==> src/rtl/psched_pkg.sv <==
package psched_pkg;
  localparam int PW = 3;
  localparam logic [PW-1:0] PRIO_TOP = 3'd5;

  typedef enum logic [1:0] {
    KIND_IDLE = 2'd0,
    KIND_FF   = 2'd1,
    KIND_LOOP = 2'd2,
    KIND_DROP = 2'd3
  } kind_e;
endpackage

==> src/rtl/psched_age.sv <==
module psched_age
  import psched_pkg::*;
(
  input  logic [PW-1:0] prio_i,
  output logic [PW-1:0] aged_o
);
  always_comb begin
    if (prio_i >= PRIO_TOP) aged_o = PRIO_TOP;
    else                    aged_o = prio_i + PW'(1);
  end
endmodule

==> src/rtl/psched_occ.sv <==
module psched_occ #(
  parameter int DEPTH = 4
) (
  input  logic             clk_i,
  input  logic             rst_ni,
  input  logic [DEPTH-1:0] place_i,
  output logic [DEPTH-1:0] occ_o
);
  logic [DEPTH-1:0] occ_q;

  // occupancy as seen at the start of the next slot
  always_ff @(posedge clk_i or negedge rst_ni) begin
    if (!rst_ni) occ_q <= '0;
    else         occ_q <= (occ_q | place_i) >> 1;
  end

  assign occ_o = occ_q;

  assert_no_double_book_R10: assert property (@(posedge clk_i) disable iff (!rst_ni)
    (place_i & occ_q) == '0);

  assert_shift_R4: assert property (@(posedge clk_i) disable iff (!rst_ni)
    $past(place_i[DEPTH-1]) |-> occ_q[DEPTH-2]);
endmodule

==> src/rtl/psched_alloc.sv <==
module psched_alloc
  import psched_pkg::*;
#(
  parameter int NI    = 6,
  parameter int M_FB  = 2,
  parameter int N_OUT = 4,
  parameter int DEPTH = 4,
  parameter int DW    = 2,
  parameter int IW    = 2
) (
  input  logic [NI-1:0]          valid_i,
  input  logic [NI*DW-1:0]       dest_i,
  input  logic [NI*PW-1:0]       prio_i,
  input  logic [N_OUT*DEPTH-1:0] occ_i,
  output logic [NI*2-1:0]        kind_o,
  output logic [NI*IW-1:0]       idx_o,
  output logic [N_OUT*DEPTH-1:0] place_o,
  output logic [M_FB-1:0]        loop_take_o
);
  localparam int NLV = 1 << PW;

  logic [N_OUT*DEPTH-1:0] occ_w;
  logic [M_FB-1:0]        loop_w;
  logic [DW-1:0]          dst;
  logic                   hit;

  // level scan: highest tag first, index order inside a level
  always_comb begin
    occ_w   = occ_i;
    loop_w  = '0;
    place_o = '0;
    kind_o  = '0;
    idx_o   = '0;
    dst     = '0;
    hit     = 1'b0;
    for (int lv = NLV - 1; lv >= 0; lv--) begin
      for (int i = 0; i < NI; i++) begin
        if (valid_i[i] && prio_i[i*PW +: PW] == PW'(lv)) begin
          dst = dest_i[i*DW +: DW];
          hit = 1'b0;
          if (int'(dst) < N_OUT) begin
            for (int k = 0; k < DEPTH; k++) begin
              if (!hit && !occ_w[int'(dst)*DEPTH + k]) begin
                hit = 1'b1;
                occ_w[int'(dst)*DEPTH + k]   = 1'b1;
                place_o[int'(dst)*DEPTH + k] = 1'b1;
                kind_o[i*2 +: 2]   = KIND_FF;
                idx_o[i*IW +: IW]  = IW'(k);
              end
            end
          end
          for (int j = 0; j < M_FB; j++) begin
            if (!hit && !loop_w[j]) begin
              hit = 1'b1;
              loop_w[j]         = 1'b1;
              kind_o[i*2 +: 2]  = KIND_LOOP;
              idx_o[i*IW +: IW] = IW'(j);
            end
          end
          if (!hit) kind_o[i*2 +: 2] = KIND_DROP;
        end
      end
    end
    loop_take_o = loop_w;
  end
endmodule

==> src/rtl/prio_slot_sched.sv <==
module prio_slot_sched
  import psched_pkg::*;
#(
  parameter int N_EXT = 4,
  parameter int M_FB  = 2,
  parameter int N_OUT = 4,
  parameter int DEPTH = 4,
  localparam int NI   = N_EXT + M_FB,
  localparam int DW   = (N_OUT > 1) ? $clog2(N_OUT) : 1,
  localparam int IWD  = (DEPTH > 1) ? $clog2(DEPTH) : 1,
  localparam int IWL  = (M_FB > 1) ? $clog2(M_FB) : 1,
  localparam int IW   = (IWD > IWL) ? IWD : IWL
) (
  input  logic             clk_i,
  input  logic             rst_ni,
  input  logic [NI-1:0]    in_valid_i,
  input  logic [NI*DW-1:0] in_dest_i,
  input  logic [NI*3-1:0]  in_prio_i,
  output logic [NI*2-1:0]  place_kind_o,
  output logic [NI*IW-1:0] place_idx_o,
  output logic [NI*3-1:0]  loop_prio_o,
  output logic [NI-1:0]    drop_o,
  output logic [NI*3-1:0]  drop_prio_o
);
  logic [N_OUT*DEPTH-1:0] occ;
  logic [N_OUT*DEPTH-1:0] place;
  logic [M_FB-1:0]        loop_take;
  logic [NI*2-1:0]        kind_d;
  logic [NI*IW-1:0]       idx_d;
  logic [NI*PW-1:0]       aged;
  logic [NI*PW-1:0]       loop_prio_d;
  logic [NI*PW-1:0]       drop_prio_d;
  logic [NI-1:0]          drop_d;

  psched_alloc #(
    .NI(NI), .M_FB(M_FB), .N_OUT(N_OUT), .DEPTH(DEPTH), .DW(DW), .IW(IW)
  ) i_alloc (
    .valid_i     (in_valid_i),
    .dest_i      (in_dest_i),
    .prio_i      (in_prio_i),
    .occ_i       (occ),
    .kind_o      (kind_d),
    .idx_o       (idx_d),
    .place_o     (place),
    .loop_take_o (loop_take)
  );

  for (genvar o = 0; o < N_OUT; o++) begin : g_out
    psched_occ #(.DEPTH(DEPTH)) i_occ (
      .clk_i   (clk_i),
      .rst_ni  (rst_ni),
      .place_i (place[o*DEPTH +: DEPTH]),
      .occ_o   (occ[o*DEPTH +: DEPTH])
    );
  end

  for (genvar i = 0; i < NI; i++) begin : g_in
    psched_age i_age (
      .prio_i (in_prio_i[i*PW +: PW]),
      .aged_o (aged[i*PW +: PW])
    );
    assign drop_d[i] = kind_d[i*2 +: 2] == KIND_DROP;
    assign loop_prio_d[i*PW +: PW] = (kind_d[i*2 +: 2] == KIND_LOOP) ? aged[i*PW +: PW] : '0;
    assign drop_prio_d[i*PW +: PW] = drop_d[i] ? in_prio_i[i*PW +: PW] : '0;
  end

  always_ff @(posedge clk_i or negedge rst_ni) begin
    if (!rst_ni) begin
      place_kind_o <= '0;
      place_idx_o  <= '0;
      loop_prio_o  <= '0;
      drop_o       <= '0;
      drop_prio_o  <= '0;
    end else begin
      place_kind_o <= kind_d;
      place_idx_o  <= idx_d;
      loop_prio_o  <= loop_prio_d;
      drop_o       <= drop_d;
      drop_prio_o  <= drop_prio_d;
    end
  end

  // ---- checks on the registered decisions ----
  logic [M_FB-1:0][NI-1:0] loop_hits;
  logic [NI-1:0]           loop_any;
  logic [PW-1:0]           drop_max;
  logic [PW-1:0]           loop_min;

  always_comb begin
    loop_hits = '0;
    loop_any  = '0;
    drop_max  = '0;
    loop_min  = '1;
    for (int i = 0; i < NI; i++) begin
      if (place_kind_o[i*2 +: 2] == KIND_LOOP) begin
        loop_any[i] = 1'b1;
        for (int j = 0; j < M_FB; j++)
          if (int'(place_idx_o[i*IW +: IW]) == j) loop_hits[j][i] = 1'b1;
        if (loop_prio_o[i*PW +: PW] < loop_min) loop_min = loop_prio_o[i*PW +: PW];
      end
      if (drop_o[i] && drop_prio_o[i*PW +: PW] > drop_max) drop_max = drop_prio_o[i*PW +: PW];
    end
  end

  for (genvar j = 0; j < M_FB; j++) begin : g_loop_chk
    assert_loop_single_R7: assert property (@(posedge clk_i) disable iff (!rst_ni)
      $countones(loop_hits[j]) <= 1);
  end

  assert_drop_needs_full_loops_R8: assert property (@(posedge clk_i) disable iff (!rst_ni)
    (|drop_o) |-> ($countones(loop_any) == M_FB));

  assert_drop_below_loop_R5: assert property (@(posedge clk_i) disable iff (!rst_ni)
    ((|drop_o) && (|loop_any)) |-> (drop_max <= loop_min));

  for (genvar i = 0; i < NI; i++) begin : g_in_chk
    assert_idle_when_invalid_R2: assert property (@(posedge clk_i) disable iff (!rst_ni)
      !in_valid_i[i] |=> (place_kind_o[i*2 +: 2] == KIND_IDLE));

    assert_aged_tag_R9: assert property (@(posedge clk_i) disable iff (!rst_ni)
      (place_kind_o[i*2 +: 2] == KIND_LOOP) |->
        (loop_prio_o[i*PW +: PW] == (($past(in_prio_i[i*PW +: PW]) > 3'd4) ? 3'd5
                                     : $past(in_prio_i[i*PW +: PW]) + 3'd1)));

    assert_drop_flag_R8: assert property (@(posedge clk_i) disable iff (!rst_ni)
      drop_o[i] == (place_kind_o[i*2 +: 2] == KIND_DROP));
  end
endmodule

==> config.mk <==
export PLATFORM = sky130hd
export DESIGN_NAME = prio_slot_sched
export DESIGN_NICKNAME = d
export VERILOG_FILES = /design/src/rtl/psched_pkg.sv /design/src/rtl/psched_age.sv /design/src/rtl/psched_occ.sv /design/src/rtl/psched_alloc.sv /design/src/rtl/prio_slot_sched.sv
export SDC_FILE = /design/constraint.sdc
export NUM_CORES = 2
export LEC_CHECK = 0
export BUFFER_PORTS_ARGS = -buffer_cell sky130_fd_sc_hd__buf_2
export CAP_MARGIN = 10
export CORE_ASPECT_RATIO = 2
export CORE_UTILIZATION = 44
export DETAILED_ROUTE_END_ITERATION = 16
export PLACE_DENSITY = 0.72
export SLEW_MARGIN = 20
export SYNTH_ARGS = -nofsm -noshare
export SYNTH_HDL_FRONTEND = slang
export SYNTH_SLANG_ARGS = --single-unit
==> constraint.sdc <==
create_clock -name clk_i -period 42.2 [get_ports clk_i]
set_clock_uncertainty 0.2 [all_clocks]
set_input_delay 10.55 -clock clk_i [delete_from_list [all_inputs] [get_ports clk_i]]
set_output_delay 10.55 -clock clk_i [all_outputs]
set_load 0.1 [all_outputs]
==> impl_metrics.csv, run 1 <==
group,metric,value,unit
status,status,"aborted with a tool error",
logic_synthesis,synthXorXnorAreaFrac,0.628,%
status,lastStage,"global routing (5_1_grt)",
clock_tree,postCtsResizedCells,0,
logic_synthesis,synth-async-reset-ratio,100,%
logic_synthesis,synth_top_cell_area_share,8.02,%
global_routing,grt_max_degree,47,
place,place_hpwl,178000,um
global_routing,grt_overflow_total,2828,
place,gp_congestion,1.34,
logic_synthesis,synth_nets,4166,
logic_synthesis,synth_top_family_by_area,"compound AO/OA/AOI/OAI gates",
clock_tree,cts_setup_buffers,0,
place,io_buffer_count,103,
logic_synthesis,synth-simple-area-share,32.8,%
die,die_h,349,um
clock_tree,cts_sinks,78,
global_routing,grt_pass1_vias,49200,
clock_tree,holdBufCountCts,0,
clock_tree,cts_buffers,9,
logic_synthesis,synth_compound_gate_area_share,45.5,%
logic_synthesis,synth_mux_area_share,6.79,%
global_routing,grtUsageTotal,91.2,%
global_routing,grt_pass1_wl,423000,um
logic_synthesis,synth.avg_cell_area,6.47,um^2
logic_synthesis,yosys_warnings,0,
die,rows,126,
clock_tree,htreeDepth,3,
logic_synthesis,syn_inst,4092,
status,firstError,"[ERROR GRT-0116] Global routing finished with congestion. Check the congestion regions in the DRC Viewer.",
clock_tree,cts_buffer_depth,2,
logic_synthesis,synth_fa_ha_area_share,1.93,%
logic_synthesis,synth_seq_cells,78,
die,ios,104,
logic_synthesis,synthTopCellsByArea,"nand2_1 8.0%, nor2_1 7.7%, dfrtp_1 7.4%",
logic_synthesis,ys_types,134,
die,fp.dieW,175,um
logic_synthesis,synth_seq_area_share,7.37,%
die,start_util,44.7,%
logic_synthesis,synth_edf_count,0,
logic_synthesis,synth_flop_cell,"dfrtp_1",
logic_synthesis,netlist_area,0.0265,mm^2
logic_synthesis,yosys-top-cells-count,"566 x nand2_1, 544 x nor2_1, 305 x a21oi_1, 280 x o21ai_0, 186 x clkbuf_1",
logic_synthesis,yosysMostFrequentCell,"nand2_1",
clock_tree,root_buffer,"clkbuf_16",
logic_synthesis,yosys.area.top_type,"nand2_1",
## per-stage QoR
step	std cells	setup WS [ns]	area, um^2
after CTS	4861	6.58	28300
after detailed placement	4845	6.22	28000
after floorplan	4092	13.18	26500
after global placement	4845	6.16	28000
## per-layer routing
metal | track usage, % | overflow
met2 | 112 | 2024
met3 | 73.7 | 53
met1 | 85.3 | 47
met4 | 98.5 | 698
met5 | 45.3 | 6
## cells by family after synthesis
family	Yosys count
adder cells (fa/ha/maj)	42
XOR/XNOR	19
AND/OR/NAND/NOR	1832
multiplexers	101
AO/OA/AOI/OAI	1690
buffers and inverters	330
flip-flops	78
==> inputs of run 2 (changes only) <==
CORE_ASPECT_RATIO = default   (was 2)
CORE_UTILIZATION = 29   (was 44)
PLACE_DENSITY = default   (was 0.72)
PLACE_DENSITY_LB_ADDON = 0.15   (was default)
==> run 2 against run 1 <==
Net effect: the flow now finishes without violations; area after synthesis stayed put; synthesized cell count stayed put.
==> impl_metrics.csv, run 2 <==
group,metric,value,unit
logic_synthesis,yosysMostFrequentCell,"nand2_1",
logic_synthesis,yosys-top-cells-count,"566 x nand2_1, 544 x nor2_1, 305 x a21oi_1, 280 x o21ai_0, 186 x clkbuf_1",
sta,hold_violations,0,
sta,finalCritPeriodShare,82.8,%
logic_synthesis,synth_seq_area_share,7.37,%
sta,fin_ws,7.27,ns
logic_synthesis,synth_seq_cells,78,
place,io_buffer_count,103,
worst_setup_path,slowest_stage,"o311ai_1",
min_path,hold_path_class,"reg2reg",
power,pwr_density_cell,34.3,mW/mm^2
worst_setup_path,cp-end-kind,"flop",
power,comb_power_share,82.7,%
routing,drt_pass1_iterations,7,
cells_and_area,layout.cells.non_filler,5265,
die,die_area,0.0925,mm^2
die,start_util,29.3,%
clock_tree,postCtsResizedCells,0,
worst_setup_path,cpMostUsedCell,"mux4_2",
sta,slew_headroom,23.2,%
logic_synthesis,synth-async-reset-ratio,100,%
global_routing,grt_pass1_wl,275000,um
worst_setup_path,critical_path.max_stage_delay,0.87,ns
clock_tree,cts_sinks,78,
cells_and_area,nets,4146,
status,status,"complete, no violations",
worst_setup_path,crit_type,"in2reg",
power,switching_share,64.1,%
sta,worst-slew-pin-transition,1.14,ns
routing,vias,38900,
global_routing,grt_max_degree,79,
place,preCtsSetupSlack,7.86,ns
die,ios,104,
die,fp.dieW,304,um
sta,drv_slew,0,
global_routing,antenna_found_initial,16,
logic_synthesis,yosys.area.top_type,"nand2_1",
logic_synthesis,netlist_area,0.0265,mm^2
routing,wl_per_cell,37.8,um
sta,setup_tns,0,ns
power,p_leak,10.4,nW
clock_tree,cts_setup_buffers,0,
logic_synthesis,yosys_warnings,0,
logic_synthesis,synth_edf_count,0,
worst_setup_path,arrival,35.03,ns
power,seqPwrFrac,9.3,%
worst_setup_path,worstSetupStartpointType,"input pin",
clock_tree,root_buffer,"clkbuf_16",
sta,whs,2.40,ns
routing,routed_wl,199000,um
die,die_h,304,um
sta,period_minus_slack,34.93,ns
routing,dr.first_iter.drc_count,7052,
clock_tree,clock_latency,0.36,ns
routing,drc,0,
power,switchingPower,0.631,mW
logic_synthesis,synthTopCellsByArea,"nand2_1 8.0%, nor2_1 7.7%, dfrtp_1 7.4%",
worst_setup_path,required,42.30,ns
sta,clock.fmax,28.6,MHz
die,core_area,0.0903,mm^2
cells_and_area,layout_commonest_cell,"nand2_1",
place,gp_congestion,1.07,
die,rows,110,
global_routing,grtUsageTotal,41.1,%
clock_tree,cts_tree,"built",
cells_and_area,area_delta_synth_final,8.42,%
clock_tree,cts_buffer_depth,2,
logic_synthesis,ys_types,134,
cells_and_area,final_cell_mix,"565 x nand2_1, 528 x nor2_1, 304 x a21oi_1, 280 x o21ai_0, 128 x nand3_1",
place,place_hpwl,152000,um
global_routing,grt_overflow_total,0,
run,max_cap_viol_count,0,
routing,via_per_inst,7.39,
logic_synthesis,syn_inst,4092,
logic_synthesis,synth_flop_cell,"dfrtp_1",
worst_setup_path,r2r_slack,18.80,ns
clock_tree,cts_buffers,9,
power,internal_power,0.354,mW
cells_and_area,drive_gt1_share,11.7,%
routing,antenna_left,0,
global_routing,grt_pass1_vias,35600,
sta,setup_viol,0,
place,post-place-cells,5237,
clock_tree,holdBufCountCts,0,
logic_synthesis,synth_nets,4166,
power,ir_drop,0.0189,mV
clock_tree,clkTransAtPathRegs,0.07,ns
cells_and_area,reg.largest.list,"drop_prio_o x18, loop_prio_o x18",
sta,rsz0062_at_grt,"no",
clock_tree,htreeDepth,3,
power,clkPwrFrac,8.0,%
logic_synthesis,synth.avg_cell_area,6.47,um^2
logic_synthesis,synth_top_cell_area_share,8.02,%
worst_setup_path,crit_fanout,39,
[run 2: cell counts after synthesis]
No cell type changed its count.
[run 2: final cells by class]
class / count / area (um^2)
inverters: 78 / 293
clock inverters: 7 / 66.3
well taps: 1176 / 1470
multi-input cells: 3684 / 23300
diodes: 12 / 30.0
flip-flops and latches: 78 / 1950
repair buffers: 221 / 1410
clock buffers: 9 / 225
fillers: 10200 / 61600
[run 2: critical path: cells and delay by family]
| family | cells | cell delay [ns] |
|---|---|---|
| compound gates | 40 | 14.82 |
| buf+inv | 3 | 1.42 |
| mux | 6 | 3.34 |
| simple gates | 14 | 4.77 |
[run 2: worst paths after layout]
| kind | cells after the start | to | startpoint |
|---|---|---|---|
| max in group asynchronous | 1 | drop_prio_o[5] | rst_ni |
| setup / recovery | 63 | drop_prio_o[12] | in_dest_i[0] |
| setup reg to reg | 60 | drop_prio_o[12] | g_out[1].i_occ.occ_o[0] |
| min in group asynchronous | 1 | drop_o[0] | rst_ni |
| hold / removal | 13 | place_kind_o[4] | g_out[1].i_occ.occ_o[2] |
| hold reg to reg | 13 | place_kind_o[4] | g_out[1].i_occ.occ_o[2] |
[run 2: routing by layer]
metal  vias up  GRT usage, %  part of all wire (%)
met5         -         0.310                 0.047
li1      15900             -                     -
met2      3426          58.3                    40
met1     18600          52.1                    38
met4        12          30.2                   8.9
met3       947          12.9                    14
[run 2: cells by family (layout without fill, tap and decap cells)]
kind of cell               Yosys count  count (layout)  share of synthesized area, %
other                                0              12                             0
muxes                              101             101                          6.79
adders and majority gates           42              42                          1.93
AOI/OAI and AO/OA                 1690            1690                          45.5
and+or+nand+nor                   1832            1832                          32.8
buffers and inverters              330             315                          5.01
DFF                                 78              78                          7.37
xor gates and xnor gates            19              19                         0.628
[run 2: power groups by stage]
stage	logic (mW)	clock network, mW	registers, mW
finish	0.814	0.0791	0.0914
global route	0.843	0.0829	0.0916
CTS	0.772	0.0801	0.0906
detailed placement	0.769	0	0.0920
global placement	0.778	0	0.0921
floorplan	0.483	0	0.122
[run 2: metrics by stage]
step | cell area [um^2] | utilization (%) | total power, mW
2_1_floorplan | 26500 | - | 0.605
3_3_place_gp | 28400 | 31.4 | 0.870
3_5_place_dp | 28400 | 31.4 | 0.861
4_1_cts | 28700 | 31.8 | 0.942
5_1_grt | 28700 | 31.8 | 1.02
6_report | 28700 | 31.8 | 0.985
(Power assumes the default switching activity.)
